$ cat src/rtl/grp_irq_presenter.sv
module grp_irq_presenter #(
  parameter int NTHR = 4,
  parameter int PW   = 3,
  parameter int TW   = (NTHR > 1) ? $clog2(NTHR) : 1
) (
  input  logic            clk,
  input  logic            rst_n,
  input  logic            irq_valid,
  input  logic            irq_group,
  input  logic [TW-1:0]   irq_thread,
  input  logic [PW-1:0]   irq_prio,
  input  logic            cppr_we,
  input  logic [TW-1:0]   cppr_thread,
  input  logic [7:0]      cppr_data,
  input  logic            ack_req,
  input  logic [TW-1:0]   ack_thread,
  output logic [15:0]     ack_data,
  input  logic [TW-1:0]   ctx_thread,
  output logic [31:0]     ctx_word,
  output logic [NTHR-1:0] notify
);
  localparam int NLVL = 1 << PW;
  localparam logic [7:0] ST_THR = 8'h80;
  localparam logic [7:0] ST_GRP = 8'h82;

  function automatic logic [PW:0] low_set(input logic [NLVL-1:0] m);
    low_set = {1'b1, {PW{1'b0}}};
    for (int i = NLVL - 1; i >= 0; i--)
      if (m[i]) low_set = {1'b0, PW'(i)};
  endfunction

  logic [7:0]      nsr_q  [NTHR];
  logic [7:0]      cppr_q [NTHR];
  logic [PW-1:0]   pp_q   [NTHR];
  logic [NLVL-1:0] tp_q   [NTHR];
  logic [NLVL-1:0] bl_q;

  logic [7:0]      cppr_n [NTHR];
  logic [NLVL-1:0] tm     [NTHR];
  logic [PW:0]     tb     [NTHR];
  logic [NTHR-1:0] ack_now, wdraw, tk, gsel;
  logic [NLVL-1:0] gm;
  logic [PW:0]     gb, bl_low;

  always_comb begin
    logic found;
    gm = bl_q;
    if (irq_valid && irq_group) gm[irq_prio] = 1'b1;
    for (int t = 0; t < NTHR; t++) begin
      cppr_n[t]  = (cppr_we && cppr_thread == TW'(t)) ? cppr_data : cppr_q[t];
      ack_now[t] = ack_req && ack_thread == TW'(t) && nsr_q[t] != 8'h00;
      wdraw[t]   = nsr_q[t] != 8'h00 && !ack_now[t] && cppr_n[t] <= 8'(pp_q[t]);
      tm[t] = tp_q[t];
      if (irq_valid && !irq_group && irq_thread == TW'(t)) tm[t][irq_prio] = 1'b1;
      if (wdraw[t] && nsr_q[t] == ST_THR) tm[t][pp_q[t]] = 1'b1;
      if (wdraw[t] && nsr_q[t] == ST_GRP) gm[pp_q[t]] = 1'b1;
    end
    gb = low_set(gm);
    found = 1'b0;
    gsel = '0;
    for (int t = 0; t < NTHR; t++) begin
      tb[t] = low_set(tm[t]);
      tk[t] = nsr_q[t] == 8'h00 && !tb[t][PW] && 8'(tb[t][PW-1:0]) < cppr_n[t];
      if (tk[t]) tm[t][tb[t][PW-1:0]] = 1'b0;
      if (nsr_q[t] == 8'h00 && !tk[t] && !gb[PW] && 8'(gb[PW-1:0]) < cppr_n[t] && !found) begin
        gsel[t] = 1'b1;
        found = 1'b1;
      end
    end
    if (found) gm[gb[PW-1:0]] = 1'b0;
  end

  always_ff @(posedge clk) begin
    if (!rst_n) begin
      bl_q <= '0;
      for (int t = 0; t < NTHR; t++) begin
        nsr_q[t] <= 8'h00; cppr_q[t] <= 8'hFF; pp_q[t] <= '0; tp_q[t] <= '0;
      end
    end else begin
      bl_q <= gm;
      for (int t = 0; t < NTHR; t++) begin
        tp_q[t] <= tm[t];
        if (ack_now[t]) begin
          nsr_q[t]  <= 8'h00;
          cppr_q[t] <= 8'(pp_q[t]);
        end else begin
          cppr_q[t] <= cppr_n[t];
          if (wdraw[t])     nsr_q[t] <= 8'h00;
          else if (tk[t])   begin nsr_q[t] <= ST_THR; pp_q[t] <= tb[t][PW-1:0]; end
          else if (gsel[t]) begin nsr_q[t] <= ST_GRP; pp_q[t] <= gb[PW-1:0];    end
        end
      end
    end
  end

  assign bl_low   = low_set(bl_q);
  assign ack_data = (nsr_q[ack_thread] != 8'h00) ? {nsr_q[ack_thread], 8'(pp_q[ack_thread])}
                                                  : {8'h00, cppr_q[ack_thread]};
  assign ctx_word = {nsr_q[ctx_thread], cppr_q[ctx_thread], 8'h00,
                     bl_low[PW] ? 8'hFF : 8'(bl_low[PW-1:0])};

  for (genvar t = 0; t < NTHR; t++) begin : g_thr
    assign notify[t] = nsr_q[t] != 8'h00;

    AST_NSR_CODE: assert property (@(posedge clk) disable iff (!rst_n)
      nsr_q[t] == 8'h00 || nsr_q[t] == ST_THR || nsr_q[t] == ST_GRP);
    AST_PRESENT_ADMITTED: assert property (@(posedge clk) disable iff (!rst_n)
      nsr_q[t] != 8'h00 |-> 8'(pp_q[t]) < cppr_q[t]);
    AST_ACK_SETS_CPPR: assert property (@(posedge clk) disable iff (!rst_n)
      ack_req && ack_thread == TW'(t) && nsr_q[t] != 8'h00
      |=> nsr_q[t] == 8'h00 && cppr_q[t] == 8'($past(pp_q[t])));
    AST_CPPR_WRITE: assert property (@(posedge clk) disable iff (!rst_n)
      cppr_we && cppr_thread == TW'(t) && !(ack_req && ack_thread == TW'(t) && nsr_q[t] != 8'h00)
      |=> cppr_q[t] == $past(cppr_data));
  end
endmodule

$ cat config.mk
export PLATFORM = sky130hd
export DESIGN_NAME = grp_irq_presenter
export DESIGN_NICKNAME = d
export VERILOG_FILES = /design/src/rtl/grp_irq_presenter.sv
export SDC_FILE = /design/constraint.sdc
export NUM_CORES = 1
export LEC_CHECK = 0
export BUFFER_PORTS_ARGS = -buffer_cell sky130_fd_sc_hd__buf_2
export CAP_MARGIN = 10
export CELL_PAD_IN_SITES_DETAIL_PLACEMENT = 0
export CELL_PAD_IN_SITES_GLOBAL_PLACEMENT = 1
export CORE_MARGIN = 10
export CORE_UTILIZATION = 38
export DETAILED_ROUTE_END_ITERATION = 7
export GPL_ROUTABILITY_DRIVEN = 0
export HOLD_SLACK_MARGIN = 0.1
export PLACE_DENSITY_LB_ADDON = 0.3
export SLEW_MARGIN = 0
export SYNTH_ARGS = -nofsm -noshare
export SYNTH_HDL_FRONTEND = slang
export SYNTH_SLANG_ARGS = --single-unit
export TNS_END_PERCENT = 100
$ cat constraint.sdc
create_clock -name clk -period 5.55 [get_ports clk]
set_input_delay 0.555 -clock clk [delete_from_list [all_inputs] [get_ports clk]]
set_output_delay 0.555 -clock clk [all_outputs]
set_load 0.005 [all_outputs]
* Word-level counts from Yosys, hierarchy flattened
Memory sizes are Yosys's and may differ from the RTL's. Cells that the tools add are included.
Word-level totals: output and inout bits 52, input bits 25, flip-flop bits (word level) 8, word-level logic and storage cells 430, RAM bits 84, memories kept 4
Memories:
- cppr_q | words 4, bits a word 8, rd ports 6, clocked after memory_dff 0, wr ports 4, RTL line 33 | logic [7:0] cppr_q [NTHR];
- tp_q | words 4, bits a word 8, rd ports 4, clocked after memory_dff 0, wr ports 4, RTL line 35 | logic [NLVL-1:0] tp_q [NTHR];
- pp_q | words 4, bits a word 3, rd ports 5, clocked after memory_dff 0, wr ports 4, RTL line 34 | logic [PW-1:0] pp_q [NTHR];
- nsr_q | words 4, bits a word 2, rd ports 6, clocked after memory_dff 0, wr ports 4, RTL line 32 | logic [7:0] nsr_q [NTHR];
Cells by class: magnitude comparators 32, mux-type cells 221, equality and inequality tests 17, reductions and logical operators 96, bitwise operators 59
Operators with widths (number):
- 8-bit 2-to-1 mux | 35
- 4-bit 2-to-1 mux | 48
- 8-bit OR | 13
- 1-bit 2-to-1 mux | 103
- 1-bit logical AND | 67
- 8-bit equality test, second input constant | 8
- 3-bit by 8-bit less-than comparator with 1-bit output | 8
- 8-bit AND | 5
- 3-bit by 4-bit less-than comparator with 1-bit output, second input constant | 10
- 8-bit NOT | 5
- 8-bit nonzero test | 5
- 1-bit OR | 36
- 8-bit by 3-bit <= comparator with 1-bit output | 4
- 8-bit zero test | 4
- 2-bit 2-to-1 mux | 16
- 1-bit demux with 3-bit select | 10
- 3-bit by 1-bit >= comparator with 1-bit output, second input constant | 10
- 3-bit 2-to-1 mux | 8
- 1-bit zero test | 17
- 16-bit 2-to-1 mux | 1
- 2-bit equality test, second input constant | 6
- 2-bit by 1-bit equality test with 1-bit output, second input constant | 3
- 2-bit zero test | 3

* Logic depth before layout (Yosys ltp)
word-level depth 42, mapped depth 23, mapped depth without buffers 21

* Least setup slack after synthesis
OpenSTA, ideal clock, no wires.
path kind input port to flip-flop, start input cppr_thread[1], end memory pp_q[2][0] (enable), path slack 0.011 ns, stages 20, arrival time 5.257 ns, path buffers 2, required time 5.268 ns, cells stage by stage nand3b_1 > buf_4 > mux2_2 > ha_1 > a211oi_1 > o211ai_4 > or4_1 > o31a_1 > nand3_1 > a21oi_1 > nor3_1 > ha_1 > o21a_1 > o21ai_0 > nor2_1 > nor2_1 > o2111a_1 > or3_1 > buf_2 > nand3_1
RTL lines:
- from (decl) | RTL line 13 | input logic [TW-1:0] cppr_thread,
- to (decl) | RTL line 34

==> summary.txt <==
Final layout
  – Commonest non-fill, non-tap cells in the layout: nor2_1, nand2_1, buf_4
  – Layout cell share with drive strength beyond 1: 0.204
  – ANT cells: 0
  – Post-route cell area: 9130 µm²
  – # fillers: 2090
  – Commonest non-fill, non-tap cell in the layout: nor2_1
  – Area of the multi-input gates: 5200 µm²
  – Final nets: 1074
  – P&R area growth vs syn: 16.0%
  – FF+latch area: 2360 µm²

STA
  – Pins over their slew limit: 0
  – Tmin final: 5.32 ns
  – Max frequency: 188 MHz
  – Clock skew: 0.00491 ns
  – Slew headroom: 0.501
  – Worst-Margin Slew: 0.745 ns
  – Fin Hold WS: 0.603 ns
  – Final setup fails: 0
  – Final WS setup: 0.234 ns
  – RSZ-0062 raised after global routing: false
  – Final Cycle Share: 0.958
  – Final Hold Viols: 0

Power
  – Clock power frac: 0.294
  – Leak Pwr: 0.00366 µW
  – Switching power: 795 µW
  – VDD IR-drop max: 0.189 mV
  – Pwr Total: 2190 µW
  – Internal power component: 1390 µW
  – Switching Fraction: 0.364
  – Combinational share of power: 0.326
  – Cell Pwr Density: 239 nW/µm²
  – Sequential power share: 0.380

CTS
  – H-Tree Depth: 3
  – Post-CTS Resized: 0
  – Clock transition at path regs: 0.07 ns
  – Hold buffers post-CTS: 0
  – Clock Sinks: 92
  – Max Buffers Root-to-Sink: 2
  – Setup repair bufs after CTS: 0
  – Clk Latency, worst-skew pair: 0.36 ns
  – CTS tree: yes
  – Root buffer cell: clkbuf_16
  – CTS Buf Count: 9

Die
  – Die H: 164 µm
  – Core footprint: 20300 µm²
  – Ports: 77
  – Die ar.: 26900 µm²
  – Die W: 164 µm
  – Row count: 52
  – Initial Util: 0.388

Job
  – Max Cap Violations: 0

Setup path
  – Slowest CP cell: nor3_2
  – Crit. End Element: flip-flop
  – Critical path type: in2reg
  – Crit-path cells: buf_2 > nand3b_1 > mux2_2 > ha_1 > a211oi_1 > buf_4 > o211ai_4 > or3_1 > nand2_1 > o21ai_0 > a2111oi_1 > buf_4 > inv_1 > a21oi_2 > ha_1 > o21ai_0 > a21oi_1 > o22a_1 > or2_2 > nor3_2 > o21ba_2
  – Maximum fanout along the worst path: 7
  – CP bufs+invs: 4
  – Worst path required time: 5.79 ns
  – CP peak stage delay: 0.49 ns
  – Family with the most delay on the worst path: compound AO/OA/AOI/OAI gates
  – Critical path launch point type: input port
  – Arr. time, crit path: 5.55 ns

Place
  – Number of port buffers: 56
  – DP Worst Slack: -0.0882 ns
  – Hpwl dp: 22.8 mm
  – Placed Area: 8810 µm²

Global route
  – Met3 GRT Util: 0.0350
  – Initial antenna violation count: 0
  – M2 GR Usage: 0.339
  – Gr busiest metal: met2
  – Largest net degree at the start of global routing: 39
  – Total gr overflow: 0
  – GRT Resource Usage Total: 0.208
  – Vias in the first global route: 7506
  – Met1 usage: 0.275
  – First-pass GRT wire length: 43.0 mm

Drt
  – Wire length per cell: 22.1 µm
  – Final WL: 28.6 mm
  – 1st-pass router iterations: 5
  – Number of DRC markers in iteration 0: 823
  – Drt drc: 0
  – Antenna viol nets, final: 0
  – Vias per inst: 5.99
  – Vias post-DR: 7761

Yosys
  – Cell Area, Synth: 7870 µm²
  – Sequential element share of the synthesized area: 0.300
  – Area leader, netlist: edfxtp_1
  – Yosys top cell area share: 0.198
  – Cells after synthesis: 903
  – Yosys reg bits: 92
  – Avg Inst Size Synth: 8.71 µm²
  – Post-synth EDFFs: 52
  – Top cells by area, synth: edfxtp_1, dfxtp_1, mux4_2, ha_1, a21oi_1
  – Most used DFF post-synth: edfxtp_1
  – Post-synth ARST share: 0
  – Ys Warns: 0
  – Post-synth cell types: 91

Run status
  – Status: finished, final reports clean

Worst hold path
  – Worst hold path type: reg2reg
## path summary, 6_finish.rpt
check	startpoint	endpoint	slack (ns)	cells after the start
max reg2reg	pp_q[1][1]$_SDFFCE_PN0P_	pp_q[1][2]$_SDFFCE_PN0P_	0.41	19
max	cppr_thread[1]	pp_q[1][2]$_SDFFCE_PN0P_	0.23	21
min reg2reg	tp_q[3][0]$_SDFF_PN0_	tp_q[3][1]$_SDFF_PN0_	0.60	2
min	tp_q[3][0]$_SDFF_PN0_	tp_q[3][1]$_SDFF_PN0_	0.60	2
## sequential cells by signal, summed over array words and instances (netlist names)
signal	flops
bl_q	8
cppr_q	32
nsr_q	8
pp_q	12
tp_q	32
## cell families (layout without fill, tap and decap cells)
| group | Yosys count | in the layout | share of synthesized area |
|---|---|---|---|
| compound gates | 276 | 276 | 0.246 |
| mux | 62 | 62 | 0.120 |
| simple gates | 336 | 336 | 0.221 |
| flops | 92 | 92 | 0.300 |
| fa+ha+maj | 28 | 28 | 0.0445 |
| other cells | 2 | 52 | 0.000954 |
| buf+inv | 107 | 180 | 0.0665 |
## layer usage
metal	vias to the layer above	share of wire
met5	-	0
met4	0	0.024
met3	55	0.077
met2	347	0.47
met1	3749	0.43
li1	3610	-
## tightest hold or removal path, cell delays in order (launching register included)
cell	delay, ns
dfxtp_1	0.34
a311oi_1	0.10
a21oi_1	0.13
## power groups by stage
stage | Sequential, µW | Combinational [µW] | Clock, µW
2_1_floorplan | 812 | 443 | 0
3_3_place_gp | 840 | 697 | 0
3_5_place_dp | 842 | 700 | 0
4_1_cts | 827 | 702 | 652
5_1_grt | 835 | 772 | 674
6_report | 831 | 713 | 642
## synth_stat cells (5+ instances only)
cell      instances
o31a_1            5
nand2b_1         13
inv_1            41
buf_4            28
o41ai_1           5
nand3b_1          8
a211o_1           6
o21a_1           10
o21ai_0          64
or2_2             5
nor3_1           41
buf_2             7
dfxtp_1          40
o211ai_1          9
and3_1            8
nor2_1           82
nor2b_1          19
ha_1             28
nand2_1          69
a21o_1            8
o31ai_1          12
a21oi_1          65
a211oi_1         16
nor4_1           11
or4_1             8
clkbuf_1         28
or3_1            15
o21ai_1           6
and2_1            9
a31oi_1           6
a221oi_1          6
mux2i_1          27
mux2_2           10
edfxtp_1         52
mux4_2           23
o311a_1           5
nand3_1          21
## through the flow
step / setup TNS [ns] / util / instances
CTS: 0 / 0.449 / 1296
global route: 0 / 0.450 / 1296
finish: 0 / 0.450 / 1296
floorplan: 0 / - / 953
global placement: -0.383 / 0.434 / 1280
detailed placement: -0.834 / 0.434 / 1280
## layout make-up
cell class	count	area share
multi-input cells	754	0.569
flip-flops and latches	92	0.259
repair buffers	123	0.0858
well taps	270	0.0370
clock buffers	11	0.0255
inverters	41	0.0169
clock inverters	5	0.00672
No activity file was read; power rests on OpenSTA's default activity.
